### src/rtl/trig_fir_pkg.sv
package trig_fir_pkg;

  localparam int NTAPS   = 8;
  localparam int REF_POS = 4;

  typedef enum logic {
    TAPS_EIGHT = 1'b0,
    TAPS_FIVE  = 1'b1
  } tap_mode_e;

  // Reset weight per index, Q2.8 (value * 256, rounded)
  function automatic int dflt_weight(int k);
    case (k)
      0, 1, 2, 7: return -54;
      3:          return -36;
      4:          return 241;
      5:          return 51;
      6:          return -44;
      default:    return 0;
    endcase
  endfunction

  // Five-tap variant keeps offsets -3..+1 only
  function automatic logic tap_used(tap_mode_e m, int k);
    if (m == TAPS_EIGHT) return 1'b1;
    return (k >= 1) && (k <= 5);
  endfunction

endpackage

### src/rtl/trig_fir_window.sv
module trig_fir_window #(
  parameter int NTAPS    = 8,
  parameter int SAMPLE_W = 10
) (
  input  logic                               clk,
  input  logic                               rst_n,
  input  logic                               in_valid,
  input  logic [SAMPLE_W-1:0]                in_sample,
  output logic [NTAPS-1:0][SAMPLE_W-1:0]     win,
  output logic                               win_valid
);

  localparam int CNT_W = $clog2(NTAPS + 1);
  localparam logic [CNT_W-1:0] FULL = CNT_W'(NTAPS);

  logic [NTAPS-1:0][SAMPLE_W-1:0] win_q, win_d;
  logic [CNT_W-1:0]               cnt_q, cnt_d;
  logic                           wv_q, wv_d;

  // slot 0 holds the newest sample
  for (genvar i = 0; i < NTAPS; i++) begin : g_shift
    if (i == 0) begin : g_head
      assign win_d[i] = in_valid ? in_sample : win_q[i];
    end else begin : g_body
      assign win_d[i] = in_valid ? win_q[i-1] : win_q[i];
    end
  end

  always_comb begin
    cnt_d = cnt_q;
    if (in_valid && (cnt_q != FULL)) cnt_d = cnt_q + 1'b1;
    wv_d = in_valid && (cnt_q >= FULL - 1'b1);
  end

  always_ff @(posedge clk or negedge rst_n) begin
    if (!rst_n) begin
      win_q <= '0;
      cnt_q <= '0;
      wv_q  <= 1'b0;
    end else begin
      win_q <= win_d;
      cnt_q <= cnt_d;
      wv_q  <= wv_d;
    end
  end

  assign win       = win_q;
  assign win_valid = wv_q;

endmodule

### src/rtl/trig_fir_wbank.sv
module trig_fir_wbank
  import trig_fir_pkg::*;
#(
  parameter int NTAPS  = 8,
  parameter int WGT_W  = 11,
  parameter int ADDR_W = 3
) (
  input  logic                          clk,
  input  logic                          rst_n,
  input  logic                          wr_en,
  input  logic [ADDR_W-1:0]             wr_addr,
  input  logic [WGT_W-1:0]              wr_data,
  output logic [NTAPS-1:0][WGT_W-1:0]   weights
);

  for (genvar i = 0; i < NTAPS; i++) begin : g_reg
    localparam int RV = dflt_weight(i);
    logic [WGT_W-1:0] w_q, w_d;
    logic             hit;

    assign hit = wr_en && (wr_addr == ADDR_W'(i));

    always_comb begin
      w_d = w_q;
      if (hit) w_d = wr_data;
    end

    always_ff @(posedge clk or negedge rst_n) begin
      if (!rst_n) w_q <= WGT_W'(RV);
      else        w_q <= w_d;
    end

    assign weights[i] = w_q;
  end

endmodule

### src/rtl/trig_fir_mac.sv
module trig_fir_mac
  import trig_fir_pkg::*;
#(
  parameter int NTAPS    = 8,
  parameter int SAMPLE_W = 10,
  parameter int WGT_W    = 11,
  parameter int ACC_W    = 25
) (
  input  logic                               clk,
  input  logic                               rst_n,
  input  logic [NTAPS-1:0][SAMPLE_W-1:0]     win,
  input  logic                               win_valid,
  input  logic [NTAPS-1:0][WGT_W-1:0]        weights,
  input  logic                               five_tap,
  output logic signed [ACC_W-1:0]            acc,
  output logic                               acc_valid
);

  localparam int PROD_W = SAMPLE_W + 1 + WGT_W;
  localparam int EXT_W  = ACC_W - PROD_W;

  tap_mode_e mode;
  assign mode = tap_mode_e'(five_tap);

  logic signed [PROD_W-1:0] prod [NTAPS];

  // weight index k meets window slot NTAPS-1-k (offset k-REF_POS)
  for (genvar k = 0; k < NTAPS; k++) begin : g_tap
    logic signed [SAMPLE_W:0] s_ext;
    logic signed [WGT_W-1:0]  w_s;
    assign s_ext = $signed({1'b0, win[NTAPS-1-k]});
    assign w_s   = $signed(weights[k]);
    assign prod[k] = tap_used(mode, k) ? PROD_W'(s_ext * w_s) : '0;
  end

  logic signed [ACC_W-1:0] acc_d, acc_q;
  logic                    av_q;

  always_comb begin
    acc_d = '0;
    for (int k = 0; k < NTAPS; k++) begin
      acc_d = acc_d + $signed({{EXT_W{prod[k][PROD_W-1]}}, prod[k]});
    end
  end

  always_ff @(posedge clk or negedge rst_n) begin
    if (!rst_n) begin
      acc_q <= '0;
      av_q  <= 1'b0;
    end else begin
      av_q <= win_valid;
      if (win_valid) acc_q <= acc_d;
    end
  end

  assign acc       = acc_q;
  assign acc_valid = av_q;

endmodule

### src/rtl/trig_fir_quant.sv
module trig_fir_quant #(
  parameter int ACC_W = 25,
  parameter int SHIFT = 10,
  parameter int OUT_W = 8
) (
  input  logic                     clk,
  input  logic                     rst_n,
  input  logic signed [ACC_W-1:0]  acc,
  input  logic                     acc_valid,
  input  logic [ACC_W-2:0]         thr,
  output logic                     out_valid,
  output logic [OUT_W-1:0]         out_code
);

  localparam logic [ACC_W-1:0] HALF = ACC_W'(1) << (SHIFT - 1);

  logic [ACC_W-2:0] mag;
  logic             below;
  logic [ACC_W-1:0] rnd, scaled;
  logic             sat;
  logic [OUT_W-1:0] code_d, code_q;
  logic             ov_q;

  always_comb begin
    mag    = acc[ACC_W-1] ? '0 : acc[ACC_W-2:0];
    below  = mag < thr;
    rnd    = {1'b0, mag} + HALF;
    scaled = rnd >> SHIFT;
    sat    = |scaled[ACC_W-1:OUT_W];
    if (!acc_valid || below) code_d = '0;
    else if (sat)            code_d = '1;
    else                     code_d = scaled[OUT_W-1:0];
  end

  always_ff @(posedge clk or negedge rst_n) begin
    if (!rst_n) begin
      code_q <= '0;
      ov_q   <= 1'b0;
    end else begin
      code_q <= code_d;
      ov_q   <= acc_valid;
    end
  end

  assign out_valid = ov_q;
  assign out_code  = code_q;

endmodule

### src/rtl/trig_fir_sum.sv
module trig_fir_sum
  import trig_fir_pkg::*;
#(
  parameter int SAMPLE_W   = 10,
  parameter int WGT_W      = 11,
  parameter int WGT_FRAC   = 8,
  parameter int UNIT_SHIFT = 2,
  parameter int OUT_W      = 8,
  localparam int ADDR_W    = $clog2(NTAPS),
  localparam int ACC_W     = SAMPLE_W + 1 + WGT_W + $clog2(NTAPS)
) (
  input  logic                 clk,
  input  logic                 rst_n,
  input  logic                 in_valid,
  input  logic [SAMPLE_W-1:0]  in_sample,
  input  logic                 cfg_five_tap,
  input  logic [ACC_W-2:0]     cfg_thr,
  input  logic                 wr_en,
  input  logic [ADDR_W-1:0]    wr_addr,
  input  logic [WGT_W-1:0]     wr_data,
  output logic                 out_valid,
  output logic [OUT_W-1:0]     out_code
);

  localparam int SHIFT = WGT_FRAC + UNIT_SHIFT;

  // reset: asserted at once, released two edges later
  logic rst_meta, rst_core_n;
  always_ff @(posedge clk or negedge rst_n) begin
    if (!rst_n) begin
      rst_meta   <= 1'b0;
      rst_core_n <= 1'b0;
    end else begin
      rst_meta   <= 1'b1;
      rst_core_n <= rst_meta;
    end
  end

  logic [NTAPS-1:0][SAMPLE_W-1:0] win;
  logic                           win_valid;
  logic [NTAPS-1:0][WGT_W-1:0]    weights;
  logic signed [ACC_W-1:0]        acc;
  logic                           acc_valid;

  trig_fir_window #(.NTAPS(NTAPS), .SAMPLE_W(SAMPLE_W)) u_window (
    .clk(clk), .rst_n(rst_core_n),
    .in_valid(in_valid), .in_sample(in_sample),
    .win(win), .win_valid(win_valid)
  );

  trig_fir_wbank #(.NTAPS(NTAPS), .WGT_W(WGT_W), .ADDR_W(ADDR_W)) u_wbank (
    .clk(clk), .rst_n(rst_core_n),
    .wr_en(wr_en), .wr_addr(wr_addr), .wr_data(wr_data),
    .weights(weights)
  );

  trig_fir_mac #(.NTAPS(NTAPS), .SAMPLE_W(SAMPLE_W), .WGT_W(WGT_W), .ACC_W(ACC_W)) u_mac (
    .clk(clk), .rst_n(rst_core_n),
    .win(win), .win_valid(win_valid),
    .weights(weights), .five_tap(cfg_five_tap),
    .acc(acc), .acc_valid(acc_valid)
  );

  trig_fir_quant #(.ACC_W(ACC_W), .SHIFT(SHIFT), .OUT_W(OUT_W)) u_quant (
    .clk(clk), .rst_n(rst_core_n),
    .acc(acc), .acc_valid(acc_valid), .thr(cfg_thr),
    .out_valid(out_valid), .out_code(out_code)
  );

endmodule

### config.mk
export PLATFORM = sky130hd
export DESIGN_NAME = trig_fir_sum
export DESIGN_NICKNAME = d
export VERILOG_FILES = /design/src/rtl/trig_fir_pkg.sv /design/src/rtl/trig_fir_window.sv /design/src/rtl/trig_fir_wbank.sv /design/src/rtl/trig_fir_mac.sv /design/src/rtl/trig_fir_quant.sv /design/src/rtl/trig_fir_sum.sv
export SDC_FILE = /design/constraint.sdc
export NUM_CORES = 2
export LEC_CHECK = 0
export ABC_AREA = 1
export CORE_MARGIN = 5
export CORE_UTILIZATION = 40
export CTS_CLUSTER_DIAMETER = 50
export DETAILED_ROUTE_END_ITERATION = 10
export GPL_TIMING_DRIVEN = 0
export PLACE_DENSITY = 0.57
export SYNTH_ARGS = -nofsm -noshare
export SYNTH_HDL_FRONTEND = slang
export SYNTH_HIERARCHICAL = 1
export SYNTH_SLANG_ARGS = --single-unit
### constraint.sdc
create_clock -name clk -period 15.42 [get_ports clk]
set_input_delay 1.542 -clock clk [delete_from_list [all_inputs] [get_ports clk]]
set_output_delay 1.542 -clock clk [all_outputs]
set_load 0.005 [all_outputs]
==> results.cfg <==
[die]
start_util_pct = 40.41
die_h_um = 344.8
io_pins = 62
core_mm2 = 0.1110
fp-row-count = 122
fp.dieArea_mm2 = 0.1189
die_w_um = 344.8

[yosys]
syn_area_mm2 = 0.04484
async_reset_ff_share_pct = 100.0
syn_inst = 5635
synth_edf_count = 0
ys_warn_count = 6
seq_area_frac_synth_pct = 11.86
synth.distinct_cells = 51
ys.flop_type = dfrtp_1
synth-seq-cells = 210
synth_nets = 7021
syn_avg_cell_area_um2 = 7.957

[grt]
grt_pass1_wl_um = 206200
grt_max_degree = 67
grt_antenna_before_repair = 1
grt_pass1_vias = 35830
grt_use_total_pct = 22.65
grt-ovfl-total = 0

[worst_setup_path]
arrival_ps = 11810
ff2ff_setup_slack_ps = 4120
critPathTopFamily = adder cells
slowest_delay_ps = 660
worstPathRequired_ps = 15930
worst-path-buf-inv = 10
critPathCapture = u_mac/acc[19]$_DFFE_PN0P_
crit_top_cell = fa_1
cp_slowest_cell = fa_1
worst_setup_path_start_kind = flop
crit_type = reg2reg
end_kind = flop
r2r-start = u_wbank/g_reg[0].w_q[3]$_DFFE_PN1P_
critPathLaunch = u_wbank/g_reg[0].w_q[3]$_DFFE_PN1P_
r2r_end = u_mac/acc[19]$_DFFE_PN0P_
cp_max_fo = 10
worst-path-stages = 39
ff2ff_path_depth = 39

[clock_tree]
path_clk_slew_ps = 60
holdBufCountCts = 0
cts_tree = built
clockBufferDepth = 3
htreeDepth = 2
cts_setup_buffers = 0
numCtsBuffers = 48
clk_latency_ps = 650
cts.sink_count = 210
cts-resized-gates = 0
cts_root_buffer = clkbuf_16

[final_layout]
post_route_cells_drive_above_1_share_pct = 5.608
final_common_cell = inv_1
final_nets = 7123
final_cell_mix = inv_1 (1617), nand2_1 (1471), fa_1 (801)
syn_to_final_growth_pct = 9.180
fin_area_mm2 = 0.04896

[worst_hold_path]
hp-class = reg2async

[route]
drtIter0Drc = 2265
highest_layer = met4
routed-wl-met2_um = 62490
wl_met1_um = 55910
viasPerCell = 4.783
num_vias = 34760
final_antenna_net_count = 0
firstDrtPassIters = 5
wl_per_cell_um = 18.00
route.met3.wl_um = 6953
drc = 0
drt-total-wl_um = 130800

[timing]
fin_crit_sh_pct = 73.27
fmax_mhz = 88.51
setup_viol = 0
finalSetupTns_ps = 0
fin_worst_skew_ps = 39.13
finalMaxSlewViolations = 0
final_hold_viol_count = 0
worst_slack_ps = 4121
fin_crit_ps = 11300
rsz0062_at_grt = false
slew_headroom_pct = 44.96
worst_slew_pin_slew_ps = 822.6

[outcome]
outcome = completed

[placement]
pre_cts_slack_ps = 4160
gp_congestion = 0.9540
dpl_cell_area_mm2 = 0.04728
io_buffers = 49
place_hpwl_um = 111800

[run]
cap_violations = 0
-- layer usage --
layer	vias up	track usage [%]
li1	16430	-
met1	17300	30.19
met2	844	38.15
met3	183	3.104
met4	0	7.734
met5	-	0
-- cells by family after synthesis --
logic type / count (synthesis) / share of synthesized area, %
other: 1 / 0.008363
buffers and inverters: 1845 / 15.87
DFF: 210 / 11.86
and+or+nand+nor: 1934 / 17.43
muxes: 12 / 0.3181
AOI/OAI and AO/OA: 279 / 3.494
xor gates and xnor gates: 21 / 0.4102
adders and majority gates: 1333 / 50.61
-- cell type report --
class                      count  area [um2]
fill                       11320       62020
multi-input combinational   3580       32400
inverter                    1619        6080
sequential                   210        5324
tap                         1488        1862
clock buffer                  50        1209
buffer                       226        1037
timing repair buffer          52       573.1
clock inverter                40       466.7
antenna                        1       2.502
-- synth_stat cells, types with 2 or more instances --
cell      count  area [um2]
nor2_4        2       22.52
inv_1      1617        6070
a21oi_1     123       615.6
fa_1        801       16040
o31ai_1       2       15.01
buf_1         6       22.52
nor2_2       32       200.2
nand3b_1      6       45.04
buf_4         2       15.01
nand4_1      26       162.7
nand3_1     140       700.7
o21ai_0      95       475.5
or2_1         3       18.77
xnor2_1      16       140.1
nor2_1      186       698.2
mux2_2       10       112.6
xor2_1        5       43.79
buf_12        4       80.08
ha_1        532        6656
nor4_1        3       18.77
buf_2        23       115.1
clkbuf_2     10       50.05
nand3_2       6       60.06
clkbuf_1    171       641.9
nand2_4       2       22.52
a31oi_1       5       31.28
nor3_1       11       55.05
or2_2        37       231.5
nand2_2       7       43.79
nand2_1    1471        5522
buf_6         8       90.09
o21ai_1       8       40.04
a21o_1        2       15.01
o21bai_1      7       52.55
dfrtp_1     158        3954
mux2_4        2       30.03
a21oi_2      30       262.8
dfstp_2      52        1366
o21a_1        2       15.01
-- through the flow --
stage / util, % / hold slack, ps / std cells
2_1_floorplan: - / 331.2 / 5635
3_3_place_gp: 42.52 / 332.5 / 7172
6_report: 44.11 / 304.7 / 7266
4_1_cts: 44.11 / 321.6 / 7265
3_5_place_dp: 42.60 / 315.4 / 7175
5_1_grt: 44.11 / 335.8 / 7265
-- sequential cells by signal, indices dropped and copies added, names as in the netlist --
signal,cells
u_quant/out_code,8
u_window/win_valid,1
u_window/win,80
rst_meta,1
u_window/cnt_q,4
u_mac/acc,25
u_mac/acc_valid,1
u_quant/out_valid,1
u_wbank/g.w_q,88
rst_core_n,1
-- worst min-delay path by stage --
stage / endpoint / slack (ps) / cells after the start
after floorplan: rst_core_n$_DFF_PN0_ / 330 / 0
after global placement: rst_core_n$_DFF_PN0_ / 330 / 0
after detailed placement: u_wbank/g_reg[0].w_q[2]$_DFFE_PN0P_ / 320 / 0
after CTS: u_wbank/g_reg[0].w_q[0]$_DFFE_PN0P_ / 320 / 0
after global routing: u_wbank/g_reg[0].w_q[2]$_DFFE_PN0P_ / 340 / 0
final: u_wbank/g_reg[0].w_q[2]$_DFFE_PN0P_ / 300 / 0
-- worst register-to-register path, delay by kind of cell (launching register included) --
family        cells  cell delay (ps)
fa+ha+maj        16             7520
buf+inv          10             1020
simple gates     13             2130
flops             1              530
Power is left out: the tool's default activity adds up to more than one toggle a clock period on the data nets, which glitch-free logic cannot reach.
